$ cat config.mk
export PLATFORM = sky130hd
export DESIGN_NAME = hostbus_indirect
export DESIGN_NICKNAME = d
export VERILOG_FILES = /design/src/rtl/hbi_pkg.sv /design/src/rtl/hbi_edge_sync.sv /design/src/rtl/hbi_cmd_reg.sv /design/src/rtl/hbi_datapath.sv /design/src/rtl/hostbus_indirect.sv
export SDC_FILE = /design/constraint.sdc
export NUM_CORES = 1
export LEC_CHECK = 0
export BUFFER_PORTS_ARGS = -buffer_cell sky130_fd_sc_hd__buf_2
export CAP_MARGIN = 20
export CORE_MARGIN = 3
export CORE_UTILIZATION = 50
export DETAILED_ROUTE_END_ITERATION = 7
export GPL_ROUTABILITY_DRIVEN = 1
export PLACE_DENSITY = 0.8
export SLEW_MARGIN = 20
export SYNTH_ARGS = -nofsm -noshare
export SYNTH_HDL_FRONTEND = slang
export SYNTH_HIERARCHICAL = 1
export SYNTH_SLANG_ARGS = --single-unit
$ cat constraint.sdc
create_clock -name clk -period 4.72 [get_ports clk]
set_input_delay 0.944 -clock clk [delete_from_list [all_inputs] [get_ports clk]]
set_output_delay 0.944 -clock clk [all_outputs]
set_load 0.01 [all_outputs]
$ cat src/rtl/hbi_pkg.sv
package hbi_pkg;
  typedef struct packed {
    logic [3:0] be;
    logic [7:0] addr;
  } cmd_word_t;

  function automatic logic [15:0] swap16(input logic [15:0] v);
    return {v[7:0], v[15:8]};
  endfunction
endpackage

$ cat src/rtl/hbi_edge_sync.sv
module hbi_edge_sync #(
  parameter int STAGES = 2
) (
  input  logic clk,
  input  logic rst_n,
  input  logic lvl,
  output logic pulse
);
  logic [STAGES:0] sh_q;
  logic [STAGES:0] sh_d;

  always_comb sh_d = {sh_q[STAGES-1:0], lvl};

  always_ff @(posedge clk or negedge rst_n) begin
    if (!rst_n) sh_q <= '0;
    else        sh_q <= sh_d;
  end

  assign pulse = sh_q[STAGES-1] & ~sh_q[STAGES];
endmodule

$ cat src/rtl/hbi_cmd_reg.sv
module hbi_cmd_reg
  import hbi_pkg::*;
(
  input  logic        clk,
  input  logic        rst_n,
  input  logic        load,
  input  logic        wide,
  input  logic [15:0] din,
  output cmd_word_t   word,
  output logic [15:0] readback
);
  cmd_word_t word_d;

  always_comb begin
    if (wide) begin
      word_d.be   = din[15:12];
      word_d.addr = {din[7:2], 2'b00};
    end else begin
      word_d.be   = 4'h0;
      word_d.addr = din[7:0];
    end
  end

  always_ff @(posedge clk or negedge rst_n) begin
    if (!rst_n)    word <= '0;
    else if (load) word <= word_d;
  end

  assign readback = wide ? {word.be, 4'h0, word.addr[7:2], 2'b00}
                         : {8'h00, word.addr};
endmodule

$ cat src/rtl/hbi_datapath.sv
module hbi_datapath
  import hbi_pkg::*;
#(
  parameter logic [7:0] MODE_ADDR = 8'hF8
) (
  input  logic        wide,
  input  logic        big,
  input  cmd_word_t   word,
  input  logic [15:0] wdat,
  input  logic [15:0] reg_rdata,
  output logic [6:0]  waddr,
  output logic [1:0]  wbe,
  output logic [15:0] wdata,
  output logic [15:0] bus_rdata,
  output logic        local_hit
);
  logic hi_half;

  always_comb begin
    hi_half = |word.be[3:2];
    if (wide) begin
      waddr = {word.addr[7:2], hi_half};
      wbe   = hi_half ? word.be[3:2] : word.be[1:0];
      wdata = big ? swap16(wdat) : wdat;
      bus_rdata = big ? swap16(reg_rdata) : reg_rdata;
    end else begin
      waddr = word.addr[7:1];
      wbe   = word.addr[0] ? 2'b10 : 2'b01;
      wdata = {wdat[7:0], wdat[7:0]};
      bus_rdata = {8'h00, word.addr[0] ? reg_rdata[15:8] : reg_rdata[7:0]};
    end
    local_hit = (waddr == MODE_ADDR[7:1]);
  end
endmodule

$ cat src/rtl/hostbus_indirect.sv
module hostbus_indirect
  import hbi_pkg::*;
#(
  parameter int         SYNC_STAGES = 2,
  parameter logic [7:0] MODE_ADDR   = 8'hF8,
  parameter int         ENDIAN_BIT  = 11
) (
  input  logic        clk,
  input  logic        rst_n,
  input  logic        strap_wide,
  input  logic        strap_big,
  input  logic        cs_n,
  input  logic        rd_n,
  input  logic        wr_n,
  input  logic        cmd,
  input  logic [15:0] bus_din,
  output logic [15:0] bus_dout,
  output logic        bus_oe,
  output logic [6:0]  rf_addr,
  output logic        rf_we,
  output logic [1:0]  rf_wbe,
  output logic [15:0] rf_wdata,
  output logic        rf_re,
  input  logic [15:0] rf_rdata
);
  localparam int NSTB = 2;
  localparam int IDX_WR = 0;
  localparam int IDX_RD = 1;

  logic [NSTB-1:0] stb_lvl;
  logic [NSTB-1:0] stb_pulse;

  assign stb_lvl[IDX_WR] = ~cs_n & ~wr_n;
  assign stb_lvl[IDX_RD] = ~cs_n & ~rd_n;

  for (genvar g = 0; g < NSTB; g++) begin : g_sync
    hbi_edge_sync #(.STAGES(SYNC_STAGES)) u_sync (
      .clk(clk), .rst_n(rst_n), .lvl(stb_lvl[g]), .pulse(stb_pulse[g])
    );
  end

  // strap capture on first clock after reset release
  logic init_done, wide_q, sbig_q;
  always_ff @(posedge clk or negedge rst_n) begin
    if (!rst_n) begin
      init_done <= 1'b0;
      wide_q    <= 1'b1;
      sbig_q    <= 1'b0;
    end else if (!init_done) begin
      init_done <= 1'b1;
      wide_q    <= strap_wide;
      sbig_q    <= strap_big;
    end
  end

  // capture stage: strobe edge latches command pin and write data
  logic        wr_go, rd_go, go_cmd;
  logic [15:0] wdat_q;
  logic        cap_en;
  assign cap_en = stb_pulse[IDX_WR] | stb_pulse[IDX_RD];

  always_ff @(posedge clk or negedge rst_n) begin
    if (!rst_n) begin
      wr_go <= 1'b0;
      rd_go <= 1'b0;
    end else begin
      wr_go <= stb_pulse[IDX_WR];
      rd_go <= stb_pulse[IDX_RD];
    end
  end

  always_ff @(posedge clk or negedge rst_n) begin
    if (!rst_n)      go_cmd <= 1'b0;
    else if (cap_en) go_cmd <= cmd;
  end

  always_ff @(posedge clk or negedge rst_n) begin
    if (!rst_n)                 wdat_q <= '0;
    else if (stb_pulse[IDX_WR]) wdat_q <= bus_din;
  end

  // command latch
  cmd_word_t   cmd_word;
  logic [15:0] cmd_rb;
  logic        cmd_load;
  assign cmd_load = wr_go & go_cmd;

  hbi_cmd_reg u_cmd (
    .clk(clk), .rst_n(rst_n), .load(cmd_load), .wide(wide_q),
    .din(wdat_q), .word(cmd_word), .readback(cmd_rb)
  );

  // local mode register, only the endian bit is held
  logic mode_big_q, mode_big_d, mode_en;
  logic big;
  logic [6:0]  dp_addr;
  logic [1:0]  dp_wbe;
  logic [15:0] dp_wdata, dp_rdata, reg_rdata;
  logic        local_hit;

  assign big = sbig_q | mode_big_q;
  assign reg_rdata = local_hit ? (16'(mode_big_q) << ENDIAN_BIT) : rf_rdata;

  hbi_datapath #(.MODE_ADDR(MODE_ADDR)) u_dp (
    .wide(wide_q), .big(big), .word(cmd_word), .wdat(wdat_q),
    .reg_rdata(reg_rdata), .waddr(dp_addr), .wbe(dp_wbe),
    .wdata(dp_wdata), .bus_rdata(dp_rdata), .local_hit(local_hit)
  );

  always_comb begin
    mode_en    = wr_go & ~go_cmd & local_hit & dp_wbe[ENDIAN_BIT/8];
    mode_big_d = dp_wdata[ENDIAN_BIT];
  end

  always_ff @(posedge clk or negedge rst_n) begin
    if (!rst_n)       mode_big_q <= 1'b0;
    else if (mode_en) mode_big_q <= mode_big_d;
  end

  // read holding register
  logic [15:0] hold_q, hold_d;
  always_comb hold_d = go_cmd ? cmd_rb : dp_rdata;

  always_ff @(posedge clk or negedge rst_n) begin
    if (!rst_n)     hold_q <= '0;
    else if (rd_go) hold_q <= hold_d;
  end

  assign rf_addr  = dp_addr;
  assign rf_wbe   = dp_wbe;
  assign rf_wdata = dp_wdata;
  assign rf_we    = wr_go & ~go_cmd & ~local_hit & (|dp_wbe);
  assign rf_re    = rd_go & ~go_cmd & ~local_hit;
  assign bus_dout = hold_q;
  assign bus_oe   = stb_lvl[IDX_RD];
endmodule

==> results.md <==
Run:
- Max-cap violations in this run came to 0.

Floorplan:
- The die extent in y is 86.8 um.
- After floorplanning, the core was sized to cover 0.00613 mm^2.
- The die width is 86.8 um.
- The number of top-level pins is 84.
- The area enclosed by the die boundary is 0.00753 mm^2.
- The effective utilization at floorplan is 0.532.
- The number of rows created at floorplan is 28.

Finish:
- The number of inserted filler cells in the final layout is 520.
- The final net count is 380.
- In the final layout, the share of cells above drive strength 1 is 0.478.
- Compared with the post-synthesis result, the final layout area differs by 12.8%.
- The number of diodes is 0.
- Once layout is complete, the utilization of the core stands at 0.600.

Global routing:
- The first global-routing pass estimated 10500 um of wire.
- Across every metal layer, demand over resource in global routing totals 0.182.
- The via count of the first global-routing pass came to 2080.
- The initial antenna violation count came to 0.
- The largest net degree at the start of global routing is 58.
- After global routing the overflow that remains totals 0.

Yosys:
- During synthesis, Yosys emitted a total of 6 warnings.
- Yosys mapped the design onto 34 distinct sky130hd cell types.
- After technology mapping, the gate count stands at 274.
- The compound-cell area share of the yosys netlist came to 0.0453.
- Counting flops with an async set or reset pin after synthesis yields a share of 1.00.
- Among all flip-flop cells after synthesis, the most frequent one is dfrtp_1.
- The post-synthesis share of cell area spent on xor and xnor gates is 0.
- The adder-cell share of the synthesized area is 0.
- The register area share after synthesis is 0.438.
- The mux cell area share after synthesis is 0.275.
- The post-synthesis simple-gate area fraction is 0.147.
- The synthesized design contains 57 register bits.
- The average cell area after synthesis is 11.9 um^2.
- The combinational family with the most area after synthesis is multiplexers.
- In this run, synthesis inferred 0 flip-flops with an integrated enable.
- After synthesis the cells add up to 0.00326 mm^2.

Critical path:
- The terminus of the critical flop-to-flop path is bus_dout[3].
- The data arrival time at the worst-slack endpoint is 2.43 ns.
- Setup slack on the worst reg-to-reg path comes out at 1.85 ns.
- The startpoint of the lowest-slack register-to-register path is wide_q.
- The startpoint class of the critical path is a flip-flop.
- The category of the critical setup timing path is reg -> out.
- The maximum fanout along the worst path is 31.
- STA classifies the critical path endpoint as a primary output.
- The worst-case reg-to-reg path depth is 6.
- At the worst endpoint, the required time is 3.78 ns.

Routing:
- The final antenna-violating net count is 0.
- The final route contains 2140 vias.
- The DRC violation count after routing is 0.
- For this block, the initial DRC count from the detailed router was 69.
- After detailed routing, the number of vias per cell comes to 5.10.
- The first detailed-routing pass took 4 iterations.
- Summed over all layers, the routed wires come to 6310 um.
- The routed length per placed instance is 15.0 um.

STA:
- The worst clock skew on the final layout is 0.00743 ns.
- The final sum of negative setup slack is 0 ns.
- The worst slew slack as a fraction of its limit is 0.309.
- The worst path needs 3.37 ns of the cycle, external delays included.
- The max-slew violation total from the final report is 0.
- Setup violations remaining at the end of the flow were counted as 0.
- The highest clock frequency the design can meet is 297 MHz.
- For the pin with the worst max-slew slack, the measured transition is 1.04 ns.
- The number of hold violations in the final report came to 0.
- Dividing the final minimum period by the clock period gives 0.714.
- Setup repair after global routing left no endpoint under its margin.

Hold path:
- Counting instances, the worst hold path has a depth of 0.
- For hold timing, the worst endpoint is g_sync[1].u_sync/sh_q[1].
- The startpoint identified for the worst hold timing path is g_sync[1].u_sync/sh_q[0].
- The tightest min-delay check is of the reg -> reg type.

Power and ir drop:
- For this design the ratio of total power to cell area is 423 mW/mm^2.
- The worst ir drop on vdd is 0.000231 V.
- The analysis attributes to cell leakage a power of 1.79 nW.

Place:
- At the end of routability-driven placement, the weighted congestion stood at 0.786.
- Detailed placement ended at an HPWL of 4590 um.
- Port buffering added 83 buffers.

Outcome:
- The flow ran to the end, and the final reports show no timing, DRC or antenna violations.

Clocking:
- The clock buffer count from CTS is 9.
- The number of clock sinks is 57.
- Post-CTS timing repair inserted 0 buffers for setup.
- The TritonCTS clock tree is done.
- The CTS clock-pin slew for the worst setup and hold paths is 0.06 ns.
- Gates resized during post-CTS repair numbered 0.
- The maximum clock insertion buffer count is 2.
- In this run the clock root is driven by a clkbuf_8.
- At the later pin of the worst-skew pair, clock insertion delay measures 0.33 ns.
- The number of levels the H-tree was split into is 3.
- The number of hold buffers added after CTS is 0.
-- cell usage after synthesis, drive strengths merged (2+ instances only) --
cell    count  share of area
a21oi      16          0.025
a31oi       2         0.0038
and2        5         0.0096
and2b      10          0.023
buf        31          0.082
conb        2         0.0023
dfrtp      56           0.43
inv         8         0.0092
mux2       51           0.19
mux2i      25          0.081
nand2b      3         0.0081
nand3       4          0.012
nand3b      2         0.0046
nor2       25          0.029
nor2b      18          0.039
nor3b       2         0.0046
o21ai       6          0.014
-- flip-flops by register name, summed over array words and instances, names as in the netlist --
signal              count
bus_dout               16
g_sync.u_sync/sh_q      6
go_cmd                  1
init_done               1
mode_big_q              1
rd_go                   1
sbig_q                  1
u_cmd/word             12
wdat_q                 16
wide_q                  1
wr_go                   1
-- cell families (layout without fill, tap and decap cells) --
group,Yosys count,in the layout
AO/OA/AOI/OAI,25,25
multiplexers,76,76
flip-flops,57,57
other,2,5
buffers and inverters,40,108
AND/OR/NAND/NOR,74,74
-- power by group --
| part | switching (mW) | internal [mW] | leakage (nW) |
|---|---|---|---|
| Combinational | 0.216 | 0.261 | 1.02 |
| Clock | 0.194 | 0.186 | 0.0818 |
| Sequential | 0.110 | 0.590 | 0.682 |
| Total | 0.519 | 1.04 | 1.79 |
-- area by class of cell --
| type | instances | area, um^2 | area share |
|---|---|---|---|
| Inverter | 8 | 30.0 | 0.00816 |
| Multi-Input combinational cell | 180 | 1540 | 0.419 |
| Timing Repair Buffer | 84 | 423 | 0.115 |
| Clock inverter | 6 | 35.0 | 0.00952 |
| Tap cell | 75 | 93.8 | 0.0255 |
| Sequential cell | 57 | 1430 | 0.388 |
| Clock buffer | 10 | 128 | 0.0347 |
-- worst max-delay path: stages (launching register included) --
cell and delay, ns:
dfstp_2 0.90, nor3b_1 0.32, o211a_1 0.58, nor3b_1 0.10, buf_2 0.18
-- layer usage --
layer / vias up / track usage / wire length [um]
li1: 1045 / - / -
met1: 1011 / 0.259 / 2990
met2: 76 / 0.264 / 2750
met3: 8 / 0.0580 / 475
met4: 0 / 0.0552 / 94
met5: - / 0 / 0
-- worst max-delay path by stage --
stage | to | cells past startpoint | from
2_1_floorplan | rf_re | 6 | wide_q
3_3_place_gp | rf_re | 4 | wide_q
3_5_place_dp | rf_re | 4 | wide_q
4_1_cts | rf_re | 4 | wide_q
5_1_grt | rf_re | 4 | wide_q
6_report | rf_re | 4 | wide_q
-- placed cells by master, fill, tap and decap left out, types with 2 or more instances in the layout --
cell type,netlist,final
dfrtp_1,56,56
nor2b_1,16,16
a31oi_1,2,2
a21oi_1,16,16
o21ai_2,4,4
conb_1,2,5
and2b_1,10,10
mux2_4,16,16
nand3b_1,2,2
mux2i_1,24,24
inv_1,8,8
buf_2,5,83
nand2b_1,2,2
nor2_1,25,25
nor3b_1,2,2
and2_1,5,5
mux2_2,34,34
clkinv_2,0,4
o21ai_1,2,2
clkinvlp_4,0,2
nand3_2,4,4
nor2b_4,2,2
clkbuf_8,0,9
-- metrics by stage --
step / hold WS [ns] / instance area [um^2] / instances / worst slack, ns / power (mW)
3_3_place_gp: 0.336 / 3520 / 404 / 1.82 / 1.18
3_5_place_dp: 0.335 / 3520 / 404 / 1.73 / 1.19
4_1_cts: 0.349 / 3680 / 420 / 1.34 / 1.58
6_report: 0.349 / 3680 / 420 / 1.35 / 1.56
5_1_grt: 0.360 / 3680 / 420 / 1.14 / 1.66
2_1_floorplan: 0.331 / 3270 / 277 / 2.19 / 1.08
Note: power is estimated with default switching activity, not from simulation.
